`src/rtl/dgain_pkg.sv`:
```
// Package: register addresses, reset values and bit positions shared by the
// serial gain control block. Assumes an 8-bit register width.
package dgain_pkg;
    localparam int REG_REV  = 0;
    localparam int REG_ID   = 1;
    localparam int REG_PWR  = 2;
    localparam int REG_ATTA = 3;
    localparam int REG_ATTB = 4;
    localparam int REG_CTL  = 5;

    localparam logic [7:0] RST_REV  = 8'h01;
    localparam logic [7:0] RST_ID   = 8'h21;
    localparam logic [7:0] RST_PWR  = 8'h00;
    localparam logic [7:0] RST_ATT  = 8'h50;
    localparam logic [7:0] RST_CTL  = 8'h03;

    localparam int CTL_SYNC  = 2;
    localparam int CTL_LOADA = 1;
    localparam int CTL_LOADB = 0;

    localparam int PWR_A_HI = 5;
    localparam int PWR_A_LO = 3;
    localparam int PWR_B_HI = 4;
    localparam int PWR_B_LO = 2;
endpackage

```
`src/rtl/dgain_spi_rx.sv`:
```
// Serial frame engine. It synchronizes the pins to clk, shifts in a frame on
// rising serial clock edges and drives read data on falling edges. It issues
// a write pulse when chip select rises after a complete, well-formed frame.
// Assumes the serial clock is at least four times slower than clk.
module dgain_spi_rx #(
    parameter int SYNC_STAGES = 2,
    parameter int FRAME_BITS  = 16,
    parameter int ADDR_W      = 3,
    parameter int DATA_W      = 8
) (
    input  logic              clk,
    input  logic              rst_n,
    input  logic              spi_csn,
    input  logic              spi_sclk,
    input  logic              spi_mosi,
    output logic              spi_miso,
    output logic              spi_miso_en,
    output logic [ADDR_W-1:0] rd_addr,
    input  logic [DATA_W-1:0] rd_data,
    output logic              wr_en,
    output logic [ADDR_W-1:0] wr_addr,
    output logic [DATA_W-1:0] wr_data
);
    localparam int CNT_W  = $clog2(FRAME_BITS + 2);
    localparam int RSV_W  = FRAME_BITS - 1 - ADDR_W - DATA_W;
    localparam logic [CNT_W-1:0] CNT_FULL = CNT_W'(FRAME_BITS);
    localparam logic [CNT_W-1:0] CNT_OVER = CNT_W'(FRAME_BITS + 1);
    localparam logic [CNT_W-1:0] CNT_HDR  = CNT_W'(FRAME_BITS - DATA_W);

    logic [SYNC_STAGES-1:0] csn_q, sclk_q, mosi_q;
    logic                   csn_d, sclk_d;
    logic                   csn_s, sclk_s, mosi_s;
    logic                   sclk_rise, sclk_fall, cs_fall, cs_rise;
    logic [FRAME_BITS-1:0]  rx_q;
    logic [CNT_W-1:0]       cnt_q;
    logic [DATA_W-1:0]      tx_q;
    logic                   frame_ok;

    // Synchronizer chains and one-cycle history for edge detection.
    always_ff @(posedge clk) begin
        if (!rst_n) begin
            csn_q  <= '1;
            sclk_q <= '0;
            mosi_q <= '0;
            csn_d  <= 1'b1;
            sclk_d <= 1'b0;
        end else begin
            csn_q  <= {csn_q[SYNC_STAGES-2:0], spi_csn};
            sclk_q <= {sclk_q[SYNC_STAGES-2:0], spi_sclk};
            mosi_q <= {mosi_q[SYNC_STAGES-2:0], spi_mosi};
            csn_d  <= csn_s;
            sclk_d <= sclk_s;
        end
    end

    assign csn_s     = csn_q[SYNC_STAGES-1];
    assign sclk_s    = sclk_q[SYNC_STAGES-1];
    assign mosi_s    = mosi_q[SYNC_STAGES-1];
    assign sclk_rise = sclk_s & ~sclk_d & ~csn_s;
    assign sclk_fall = ~sclk_s & sclk_d & ~csn_s;
    assign cs_fall   = ~csn_s & csn_d;
    assign cs_rise   = csn_s & ~csn_d;

    // Shift in frame bits, count edges (saturating past full), drive read data.
    always_ff @(posedge clk) begin
        if (!rst_n) begin
            rx_q  <= '0;
            cnt_q <= '0;
            tx_q  <= '0;
        end else if (cs_fall) begin
            cnt_q <= '0;
            tx_q  <= '0;
        end else if (sclk_rise) begin
            rx_q <= {rx_q[FRAME_BITS-2:0], mosi_s};
            if (cnt_q != CNT_OVER) cnt_q <= cnt_q + 1'b1;
        end else if (sclk_fall) begin
            if (cnt_q == CNT_HDR)
                tx_q <= rx_q[DATA_W-1] ? rd_data : '0;
            else if (cnt_q > CNT_HDR && cnt_q < CNT_FULL)
                tx_q <= {tx_q[DATA_W-2:0], 1'b0};
        end
    end

    assign rd_addr  = rx_q[ADDR_W-1:0];
    assign frame_ok = (cnt_q == CNT_FULL) && !rx_q[FRAME_BITS-1]
                      && (rx_q[FRAME_BITS-2 -: RSV_W] == '0);

    // Register the commit pulse and its payload at chip-select release.
    always_ff @(posedge clk) begin
        if (!rst_n) begin
            wr_en   <= 1'b0;
            wr_addr <= '0;
            wr_data <= '0;
        end else begin
            wr_en   <= cs_rise && frame_ok;
            wr_addr <= rx_q[DATA_W +: ADDR_W];
            wr_data <= rx_q[DATA_W-1:0];
        end
    end

    assign spi_miso    = tx_q[DATA_W-1];
    assign spi_miso_en = ~csn_s;
endmodule

```
`src/rtl/dgain_regs.sv`:
```
// Register file: two read-only identity bytes, power, two attenuation codes and
// channel control. Writes to read-only or unmapped addresses are dropped, and
// unmapped reads return zero. Assumes DATA_W = 8 to match the package values.
module dgain_regs #(
    parameter int ADDR_W = 3,
    parameter int DATA_W = 8
) (
    input  logic              clk,
    input  logic              rst_n,
    input  logic              wr_en,
    input  logic [ADDR_W-1:0] wr_addr,
    input  logic [DATA_W-1:0] wr_data,
    input  logic [ADDR_W-1:0] rd_addr,
    output logic [DATA_W-1:0] rd_data,
    output logic [DATA_W-1:0] att_a,
    output logic [DATA_W-1:0] att_b,
    output logic              sync_mode,
    output logic              load_a,
    output logic              load_b,
    output logic              off_a,
    output logic              off_b
);
    import dgain_pkg::*;

    logic [DATA_W-1:0] pwr_q, atta_q, attb_q, ctl_q;

    // Writable registers, updated on a commit pulse to a matching address.
    always_ff @(posedge clk) begin
        if (!rst_n) begin
            pwr_q  <= RST_PWR;
            atta_q <= RST_ATT;
            attb_q <= RST_ATT;
            ctl_q  <= RST_CTL;
        end else if (wr_en) begin
            if (wr_addr == ADDR_W'(REG_PWR))  pwr_q  <= wr_data;
            if (wr_addr == ADDR_W'(REG_ATTA)) atta_q <= wr_data;
            if (wr_addr == ADDR_W'(REG_ATTB)) attb_q <= wr_data;
            if (wr_addr == ADDR_W'(REG_CTL))  ctl_q  <= wr_data;
        end
    end

    // Read-back multiplexer.
    always_comb begin
        rd_data = '0;
        if (rd_addr == ADDR_W'(REG_REV))  rd_data = RST_REV;
        if (rd_addr == ADDR_W'(REG_ID))   rd_data = RST_ID;
        if (rd_addr == ADDR_W'(REG_PWR))  rd_data = pwr_q;
        if (rd_addr == ADDR_W'(REG_ATTA)) rd_data = atta_q;
        if (rd_addr == ADDR_W'(REG_ATTB)) rd_data = attb_q;
        if (rd_addr == ADDR_W'(REG_CTL))  rd_data = ctl_q;
    end

    assign att_a     = atta_q;
    assign att_b     = attb_q;
    assign sync_mode = ctl_q[CTL_SYNC];
    assign load_a    = ctl_q[CTL_LOADA];
    assign load_b    = ctl_q[CTL_LOADB];
    assign off_a     = pwr_q[PWR_A_HI] | pwr_q[PWR_A_LO];
    assign off_b     = pwr_q[PWR_B_HI] | pwr_q[PWR_B_LO];
endmodule

```
`src/rtl/dgain_apply.sv`:
```
// One channel's applied-gain stage. While load is high it tracks the routed
// code, saturated to GAIN_MAX; while load is low it holds its last value.
// Assumes GAIN_MAX fits in GAIN_W bits.
module dgain_apply #(
    parameter int DATA_W   = 8,
    parameter int GAIN_MAX = 80,
    parameter int GAIN_W   = $clog2(GAIN_MAX + 1)
) (
    input  logic              clk,
    input  logic              rst_n,
    input  logic              load,
    input  logic [DATA_W-1:0] code,
    output logic [GAIN_W-1:0] gain
);
    localparam logic [DATA_W-1:0] LIMIT = DATA_W'(GAIN_MAX);

    logic [GAIN_W-1:0] sat_code;

    // Clamp the raw code to the top of the gain range.
    always_comb sat_code = (code > LIMIT) ? GAIN_W'(GAIN_MAX) : code[GAIN_W-1:0];

    // Applied gain register with load gating.
    always_ff @(posedge clk) begin
        if (!rst_n)    gain <= GAIN_W'(GAIN_MAX);
        else if (load) gain <= sat_code;
    end
endmodule

```
`src/rtl/dual_gain_spi.sv`:
```
// Top level: serial frame engine, register file and two applied-gain stages.
// The channel-control route picks attenuation A or B as channel B's source.
// Assumes one free-running system clock and a synchronous active-low reset.
module dual_gain_spi #(
    parameter int SYNC_STAGES = 2,
    parameter int FRAME_BITS  = 16,
    parameter int ADDR_W      = 3,
    parameter int DATA_W      = 8,
    parameter int GAIN_MAX    = 80,
    parameter int GAIN_W      = 7
) (
    input  logic              clk,
    input  logic              rst_n,
    input  logic              spi_csn,
    input  logic              spi_sclk,
    input  logic              spi_mosi,
    output logic              spi_miso,
    output logic              spi_miso_en,
    output logic [GAIN_W-1:0] gain_a,
    output logic [GAIN_W-1:0] gain_b,
    output logic              ch_a_off,
    output logic              ch_b_off
);
    localparam int NUM_CH = 2;

    logic [ADDR_W-1:0] rd_addr, wr_addr;
    logic [DATA_W-1:0] rd_data, wr_data, att_a, att_b;
    logic              wr_en, sync_mode, load_a, load_b;
    logic [DATA_W-1:0] ch_code [NUM_CH];
    logic              ch_load [NUM_CH];
    logic [GAIN_W-1:0] ch_gain [NUM_CH];

    dgain_spi_rx #(
        .SYNC_STAGES(SYNC_STAGES), .FRAME_BITS(FRAME_BITS),
        .ADDR_W(ADDR_W), .DATA_W(DATA_W)
    ) u_rx (
        .clk(clk), .rst_n(rst_n),
        .spi_csn(spi_csn), .spi_sclk(spi_sclk), .spi_mosi(spi_mosi),
        .spi_miso(spi_miso), .spi_miso_en(spi_miso_en),
        .rd_addr(rd_addr), .rd_data(rd_data),
        .wr_en(wr_en), .wr_addr(wr_addr), .wr_data(wr_data)
    );

    dgain_regs #(.ADDR_W(ADDR_W), .DATA_W(DATA_W)) u_regs (
        .clk(clk), .rst_n(rst_n),
        .wr_en(wr_en), .wr_addr(wr_addr), .wr_data(wr_data),
        .rd_addr(rd_addr), .rd_data(rd_data),
        .att_a(att_a), .att_b(att_b),
        .sync_mode(sync_mode), .load_a(load_a), .load_b(load_b),
        .off_a(ch_a_off), .off_b(ch_b_off)
    );

    // Source routing: channel B follows attenuation A in sync mode.
    always_comb begin
        ch_code[0] = att_a;
        ch_code[1] = sync_mode ? att_a : att_b;
        ch_load[0] = load_a;
        ch_load[1] = load_b;
    end

    for (genvar ch = 0; ch < NUM_CH; ch++) begin : g_ch
        dgain_apply #(.DATA_W(DATA_W), .GAIN_MAX(GAIN_MAX), .GAIN_W(GAIN_W)) u_apply (
            .clk(clk), .rst_n(rst_n),
            .load(ch_load[ch]), .code(ch_code[ch]), .gain(ch_gain[ch])
        );
    end

    assign gain_a = ch_gain[0];
    assign gain_b = ch_gain[1];
endmodule

```
`config.mk`:
```
export PLATFORM = sky130hd
export DESIGN_NAME = dual_gain_spi
export DESIGN_NICKNAME = d
export VERILOG_FILES = /design/src/rtl/dgain_pkg.sv /design/src/rtl/dgain_spi_rx.sv /design/src/rtl/dgain_regs.sv /design/src/rtl/dgain_apply.sv /design/src/rtl/dual_gain_spi.sv
export SDC_FILE = /design/constraint.sdc
export NUM_CORES = 1
export LEC_CHECK = 0
export BUFFER_PORTS_ARGS = -buffer_cell sky130_fd_sc_hd__buf_4
export CORE_MARGIN = 1
export CORE_UTILIZATION = 45
export CTS_CLUSTER_SIZE = 20
export DETAILED_ROUTE_END_ITERATION = 12
export PLACE_DENSITY = 0.69
export SLEW_MARGIN = 10
export SYNTH_ARGS = -nofsm -noshare
export SYNTH_HDL_FRONTEND = slang
export SYNTH_SLANG_ARGS = --single-unit
```
`constraint.sdc`:
```
create_clock -name clk -period 1.47 [get_ports clk]
set_input_delay 0.2205 -clock clk [delete_from_list [all_inputs] [get_ports clk]]
set_output_delay 0.2205 -clock clk [all_outputs]
set_load 0.02 [all_outputs]
```
# == After elaboration in Yosys (flattened, before gate mapping) ==
# Index checks and enable logic that the tools add are counted.
# totals
register_bits,95
input_bits,5
output_inout_bits,18
word_cells,77
# classes
add_sub_neg,1
n_lt_le_gt_ge,4
eq_ne,12
mux,12
bitwise_logic,15
reduce_logical,16
# ops
op,count
8-bit two-way mux,8
"8-bit by 7-bit greater-than comparator with 1-bit output, second input constant",2
7-bit two-way mux,2
"3-bit by 2-bit equality test with 1-bit output, second input constant",4
"3-bit equality test, second input constant",4
2-bit AND reduction,6
1-bit NOT,7
1-bit AND,6
6-bit two-way mux,1
"5-bit by 1-bit adder with 5-bit output, second input constant",1
"5-bit by 4-bit equality test with 1-bit output, second input constant",1
"5-bit equality test, second input constant",1
"5-bit by 4-bit greater-than comparator with 1-bit output, second input constant",1
"5-bit < comparator, second input constant",1
"5-bit != test, second input constant",1
1-bit logical AND,4
4-bit logical NOT,1
"3-bit by 1-bit equality test with 1-bit output, second input constant",1
3-bit logical NOT,1
3-bit AND reduction,1
1-bit bitwise OR,2
2-bit nonzero test,1
2-bit OR reduction,1
1-bit logical NOT,1
1-bit two-way mux,1

# == Depth between registers and ports, before layout ==
# Gate-level depths: netlist of the first run.
# depth
word_depth,9
mapped_depth,7
mapped_depth_nobuf,7

# == Cells and area by module ==
# From an unflattened synthesis of the first run, not the netlist that was laid out.
# hier_totals
hier_cells,425
area_unflattened_um2,4008.8
# modules_own_cells
module,n_inst,cells_per_inst,area_per_inst_um2,seq_area_each_um2
dgain_spi_rx,1,204,1913.1,980.9
dgain_regs,1,154,1411.4,640.6
dgain_apply,2,29,276.5,140.1
dual_gain_spi,1,9,131.4,0.0

# == Least setup slack after synthesis of the first run ==
# Ideal clock, no wire load.
# synth_timing
kind,flip-flop to flip-flop
from,reg u_regs.atta_q[0] (netlist: u_regs.att_a[0])
to,reg g_ch[0].u_apply.gain[0]
setup_time_ns,0.059
t_arrival_ns,1.471
setup_slack_ns,-0.060
path_stages_with_launch,5
path_buffers,0
path_cell_list,dfxtp_1 or4_1 a21o_1 a211oi_4 a22o_1
# synth_between
elab_chain_cells,2
# synth_lines
item,line,rtl
"start, declared",dgain_regs.sv:25,"logic [DATA_W-1:0] pwr_q, atta_q, attb_q, ctl_q;"
"start signal, assigned",dgain_regs.sv:36,if (wr_addr == ADDR_W'(REG_ATTA)) atta_q <= wr_data;
8-bit by 7-bit greater-than comparator with 1-bit output,dgain_apply.sv:20,always_comb sat_code = (code > LIMIT) ? GAIN_W'(GAIN_MAX) : code[GAIN_W-1:0];
7-bit two-way mux (*),dgain_apply.sv:20,
"end signal, assigned",dgain_apply.sv:24,if (!rst_n) gain <= GAIN_W'(GAIN_MAX);
"end signal, assigned",dgain_apply.sv:25,else if (load) gain <= sat_code;
"end, declared",dgain_apply.sv:13,output logic [GAIN_W-1:0] gain
# Every way passes the cells marked *; elsewhere a longest branch is shown, timed or not.
# A chain may end at the register's enable or synchronous reset.

# == Worst setup path after layout of the first run ==
# layout_timing
from,reg u_regs.atta_q[3] (netlist: u_regs.att_a[3])
to,reg g_ch[0].u_apply.gain[0]
# layout_between
elab_chain_cells,2
# layout_lines
item,line
8-bit by 7-bit greater-than comparator with 1-bit output,dgain_apply.sv:20
7-bit two-way mux,dgain_apply.sv:20
# No other way between the ends.

==> results of run 1 <==
-- routing by layer --
| metal | track usage [%] | vias up | routed length (um) |
|---|---|---|---|
| met3 | 5.901 | 9 | 300 |
| met5 | 0 | - | 0 |
| met1 | 27.26 | 1483 | 4085 |
| li1 | - | 1567 | - |
| met2 | 33.15 | 55 | 4215 |
| met4 | 6.468 | 0 | 127 |
-- final cells by class --
class / instances / area, um2
timing repair buffer: 60 / 481.7
clock buffer: 9 / 123.9
inverter: 11 / 43.79
tap: 105 / 131.4
sequential: 95 / 1908
clock inverter: 7 / 55.05
multi-input combinational: 300 / 2038
fill: 738 / 3558
-- cell usage in the layout (no fill, tap or decap), types with 5 or more instances in the layout --
master / instances
a21boi_1: 29
a221oi_2: 7
and2_1: 17
buf_4: 56
clkbuf_8: 9
dfxtp_1: 90
dfxtp_2: 5
inv_1: 5
inv_2: 5
mux2i_1: 29
nand2_1: 79
nand2b_1: 9
nand3_1: 7
nor2_1: 20
nor2b_1: 19
nor3_1: 9
o22ai_1: 7
-- worst reg2reg max path: stages (launching register included) --
cell and delay, ns:
dfxtp_2 0.33, or4_4 0.53, a21o_1 0.20, a211oi_4 0.25, a22o_1 0.16
-- where the power goes --
group	switching [uW]	total [uW]	internal, uW	leakage, uW
clock	975	1610	639	0.0000923
sequential	3.94	2580	2580	0.000768
combinational	52.3	101	48.9	0.000896
total	1030	4300	3270	0.00176
-- worst paths after layout --
kind / to / start / cells past startpoint
worst max-delay path: g_ch[0].u_apply.gain[0]$_SDFFE_PN0P_ / u_regs.att_a[3]$_SDFFE_PN0P_ / 4
worst min-delay path: u_rx.mosi_q[0]$_SDFF_PN0_ / spi_mosi / 2
worst max register to register: g_ch[0].u_apply.gain[0]$_SDFFE_PN0P_ / u_regs.att_a[3]$_SDFFE_PN0P_ / 4
worst min register to register: u_rx.rx_q[0]$_SDFFE_PN0P_ / u_rx.mosi_q[1]$_SDFF_PN0_ / 2
-- flip-flops by register name (all words and copies together), names as in the netlist, 2 cells and up --
signal / cells
u_rx.mosi_q: 2
g_ch.u_apply.gain: 14
u_rx.csn_q: 2
u_regs.att_a: 8
u_rx.sclk_q: 2
u_rx.wr_addr: 3
u_rx.cnt_q: 5
u_regs.ctl_q: 8
u_rx.wr_data: 8
u_regs.pwr_q: 8
u_rx.tx_q: 8
u_regs.att_b: 8
u_rx.rx_q: 16
-- metrics by stage --
stage          worst slack [ns]  util (%)
2_1_floorplan        -0.0009543         -
3_3_place_gp           -0.05782     53.26
3_5_place_dp           -0.08114     53.26
4_1_cts                -0.07995     56.33
5_1_grt                 -0.1100     57.34
6_report               -0.04659     57.34
-- cell families (layout without fill, tap and decap cells) --
kind of cell	count (synthesis)	after routing	share of synthesized area (%)
buf+inv	33	87	3.242
simple gates	185	185	23.11
fa+ha+maj	3	3	0.9537
compound gates	73	73	14.43
xor+xnor	4	4	0.8902
flops	95	95	48.32
mux	35	35	9.059
-- what timing repair did --
| item | in CTS | in global routing |
|---|---|---|
| setup endpoints to repair | 17 | 34 |
| gates resized for setup | 18 | 15 |
| hold buffers | 0 | 1 |
| hold endpoints to repair | 0 | 1 |
| buffers inserted | 0 | 2 |
| pin swaps | 8 | 13 |
==> impl_metrics.csv, run 1 <==
group,metric,value,unit
outcome,status,"finished with violations",
outcome,failed_checks,"setup timing",
sta,fin_ws,-0.04659,ns
sta,hold_viol_final,0,
sta,relSlewSlack,71.19,%
routing,drtPass1Iterations,4,
setup_path,r2r_slack,-0.05,ns
synth,syn-instance-count,428,
sta,timing.hold.ws,0.05809,ns
floorplanning,ioPinCount,23,
sta,finalSetupViolCount,8,
floorplanning,start_util,47.19,%
cts,clock_path_buffers,2,
setup_path,cp_data_arrival_time,1.84,ns
routing,wl,8.728,mm
cts,numCtsBuffers,9,
sta,fmax,0.6594,GHz
synth,yosysMostFrequentCell,"dfxtp_1",
synth,synth_seq_cells,95,
power,power,4299,uW
cells_and_area,diodes,0,
global_route,grt_pass1_vias,2842,
synth,synth_top_area_share,48.32,%
global_route,grt_overflow,0,
floorplanning,dieHeight,95.53,um
cts,clkSinkCount,95,
routing,wl_per_cell,14.87,um
flow_run,drv_cap,0,
setup_path,cp_data_required_time,1.79,ns
synth,yosys-top-cells-area,"dfxtp_1 (48%), mux2i_1 (7.6%), nand2_1 (7.5%)",
placement,place_hpwl,5.999,mm
min_path,hold_path_class,"primary input to flop",
floorplanning,placementRows,33,
synth,yosys_warnings,0,
setup_path,endpoint_kind,"flop",
sta,post-route-period-util,103.2,%
synth,synth_top_area_cell,"dfxtp_1",
setup_path,crit_path_start_kind,"flop",
cts,cts_tree,"yes",
routing,ant_nets,0,
synth,synth_common_cells,"dfxtp_1 (95), nand2_1 (79), mux2i_1 (30)",
cts,clockRootBuffer,"clkbuf_8",
cts,clk_pin_slew,0.10,ns
setup_path,crit_fanout,4,
cells_and_area,syn2layout_area_growth,21.49,%
sta,rsz0062_at_grt,"yes",
sta,worst_pin_slew,0.4261,ns
global_route,grt_max_degree,82,
cells_and_area,final_cell_count_no_fill,587,
floorplanning,die-area,9125,um2
placement,placed_cell_area,4442,um2
power,power.density,899.0,nW/um2
synth,syn_area_per_cell,9.197,um2
sta,min_period,1.517,ns
synth,ys.flop_type,"dfxtp_1",
synth,synth_area,3936,um2
sta,finalMaxSlewViolations,0,
cells_and_area,nNetsFinal,485,
global_route,antenna_found_initial,0,
power,leakage,0.001757,uW
synth,async_flop_share,0,%
placement,dp_cells,568,
routing,vias_per_cell,5.305,
routing,vias,3114,
floorplanning,fp.coreArea,8341,um2
setup_path,crit_type,"flop to flop",
cts,insertion_delay,0.37,ns
synth,seq_area_frac_synth,48.32,%
synth,synth_fp_nets,436,
synth,synth_cell_types,49,
setup_path,critPathMaxStageDelay,0.53,ns
cells_and_area,design_area,4782,um2
global_route,grt_pass1_wl,14.37,mm
routing,drt_iter0_markers,185,
setup_path,critPathTopFamily,"compound AO/OA/AOI/OAI gates",
global_route,grt.total_usage,20.83,%
power,peakVddDrop,0.7330,mV
cells_and_area,drive_above_1_share,24.27,%
placement,io_buffers,22,
setup_path,crit_buf_inv,0,
floorplanning,chipWidth,95.53,um
sta,fin_skew,0.008455,ns
synth,synth_edf_count,0,
sta,fin_setup_tns,-0.2572,ns
cts,htreeDepth,3,
routing,drc,0,
placement,gp_congestion,0.8189,
setup_path,crit_chain,"or4_4, a21o_1, a211oi_4, a22o_1",
setup_path,cpMaxStageDelayCell,"or4_4",
(Power assumes the default switching activity.)
==> run 2, diff against run 1 <==
- PLACE_DENSITY: 0.69 -> 0.67
- clock period: 1.47 -> 1.4 ns (I/O delays scaled with it)
==> run 2 against run 1 <==
  * Utilization is 1.3 points higher
  * Flip-flop and latch count stayed put
  * Combinational power is 8% higher
  * Clock power is 2% lower
  * Maximum frequency is 0.34% higher
  * The run still ends with setup timing left
  * Final area is 2.3% higher
  * Worst setup slack worse by 0.065 ns
  * Final cell count is 0.85% higher
  * Non-clock buffer count is 6 higher
  * Sequential share of layout area is 0.96 points lower
==> impl_metrics.csv, run 2 (synthesis gave the netlist of run 1 again) <==
group,metric,value,unit
outcome,status,"finished with violations",
outcome,failed_checks,"setup timing",
sta,finalSetupViolCount,9,
sta,fin_ws,-0.1114,ns
power,switching_share,22.62,%
cts,cts_hold_buf,0,
power,seq_power_share,61.8,%
power,power_frac_clock,35.7,%
global_route,antenna_found_initial,0,
cells_and_area,largest-register,"u_rx.rx_q",
floorplanning,start_util,47.19,%
min_path,hold_path_class,"primary input to flop",
global_route,grt_pass1_wl,14.56,mm
placement,gp_congestion,0.8135,
setup_path,cp_data_arrival_time,1.82,ns
setup_path,crit_path_start_kind,"flop",
cells_and_area,final_cell_count_no_fill,592,
floorplanning,placementRows,33,
setup_path,endpoint_kind,"flop",
global_route,grt.total_usage,21.12,%
sta,rsz0062_at_grt,"yes",
routing,drtPass1Iterations,4,
cts,insertion_delay,0.36,ns
sta,fin_skew,0.01156,ns
cts,clk_pin_slew,0.09,ns
setup_path,crit_fanout,4,
sta,fmax,0.6616,GHz
power,internal_power,3397,uW
floorplanning,die-area,9125,um2
sta,fin_setup_tns,-0.8086,ns
sta,min_period,1.511,ns
routing,vias_per_cell,5.199,
sta,post-route-period-util,108.0,%
floorplanning,chipWidth,95.53,um
cells_and_area,nNetsFinal,491,
setup_path,cp_data_required_time,1.71,ns
global_route,grt_max_degree,82,
routing,vias,3078,
sta,finalMaxSlewViolations,0,
routing,wl_per_cell,15.05,um
routing,ant_nets,0,
sta,hold_viol_final,0,
routing,drt_iter0_markers,130,
cells_and_area,final_common_cell,"dfxtp_1",
cts,clock_path_buffers,2,
power,peakVddDrop,0.7172,mV
power,power.switching,993.1,uW
sta,relSlewSlack,75.17,%
cells_and_area,utilization,58.67,%
floorplanning,ioPinCount,23,
cells_and_area,diodes,0,
cells_and_area,syn2layout_area_growth,24.32,%
power,power.density,897.1,nW/um2
cts,htreeDepth,3,
power,p_comb_share,2.5,%
cells_and_area,mostFrequentLayoutCells,"dfxtp_1 (92), nand2_1 (79), buf_4 (58)",
routing,drc,0,
placement,place_hpwl,6.259,mm
routing,wl,8.910,mm
cells_and_area,largest_reg_flops,16,
cts,clkSinkCount,95,
sta,worst_pin_slew,0.3725,ns
floorplanning,dieHeight,95.53,um
placement,io_buffers,22,
cts,clockRootBuffer,"clkbuf_8",
cells_and_area,reg.largest.list,"u_rx.rx_q (16), g_ch.u_apply.gain (14)",
placement,dp_cells,574,
cts,cts_tree,"yes",
cts,numCtsBuffers,9,
flow_run,drv_cap,0,
power,leakage,0.001786,uW
global_route,grt_pass1_vias,3003,
floorplanning,fp.coreArea,8341,um2
global_route,grt_overflow,0,
setup_path,crit_type,"flop to flop",
cells_and_area,drive_above_1_share,25.87,%
cells_and_area,n_fill_cell,742,
-- run 2: cell count changes in the layout (fill, tap and decap cells not counted), moves of 2 or more --
cell,delta
buf_12,+3
buf_4,+2
buf_6,+2
dfxtp_1,+2
dfxtp_2,-2
-- run 2: timing repair --
item                                    4_1_cts  5_1_grt
setup buffers                                 2        1
endpoints found under the setup margin       21       25
pin swaps                                    12        7
gates resized for setup                      16       14
-- run 2: power by group through the flow --
stage | Combinational, uW | Sequential (uW) | Clock (uW)
finish | 109 | 2710 | 1570
global route | 116 | 2720 | 1710
CTS | 108 | 2710 | 1620
detailed placement | 106 | 2780 | 0
global placement | 104 | 2780 | 0
floorplan | 68.4 | 2780 | 0
-- run 2: final timing paths --
check	startpoint	endpoint	slack [ns]	cells after the start
max	u_regs.att_a[3]$_SDFFE_PN0P_	g_ch[0].u_apply.gain[1]$_SDFFE_PN0P_	-0.11	4
min	spi_csn	u_rx.csn_q[0]$_SDFF_PN1_	0.02	2
max reg2reg	u_regs.att_a[3]$_SDFFE_PN0P_	g_ch[0].u_apply.gain[1]$_SDFFE_PN0P_	-0.11	4
min reg2reg	u_rx.mosi_q[1]$_SDFF_PN0_	u_rx.rx_q[0]$_SDFFE_PN0P_	0.44	2
-- run 2: final cells by class --
class / count / area, um2 / share of cell area (%)
clock buffer: 10 / 127.6 / 2.608
inverter: 11 / 46.29 / 0.9461
multi-input combinational: 300 / 2079 / 42.50
tap: 105 / 131.4 / 2.685
timing repair buffer: 66 / 569.3 / 11.63
sequential: 95 / 1906 / 38.94
clock inverter: 5 / 33.78 / 0.6904
-- run 2: per-stage QoR --
step	instance area (um2)	total power (uW)	hold slack, ns	setup WS, ns
2_1_floorplan	4026	2845	0.3115	-0.07048
4_1_cts	4827	4441	0.008561	-0.1366
3_3_place_gp	4584	2881	0.3972	-0.1243
6_report	4893	4390	0.01931	-0.1114
3_5_place_dp	4584	2883	0.3990	-0.1641
5_1_grt	4893	4542	0.009006	-0.1825
-- run 2: worst max-delay path, stage by stage (launching register included) --
cell and delay (ns):
dfxtp_2 0.32, or4_4 0.54, a21o_1 0.20, a211oi_4 0.25, a22o_1 0.16
-- run 2: routing by layer --
metal / global-route usage [%] / up-vias / share of wire (%)
met5: 0 / - / 0
met4: 5.597 / 0 / 0.92
met3: 4.785 / 6 / 2.7
met2: 36.19 / 39 / 49
met1: 26.62 / 1455 / 47
li1: - / 1578 / -
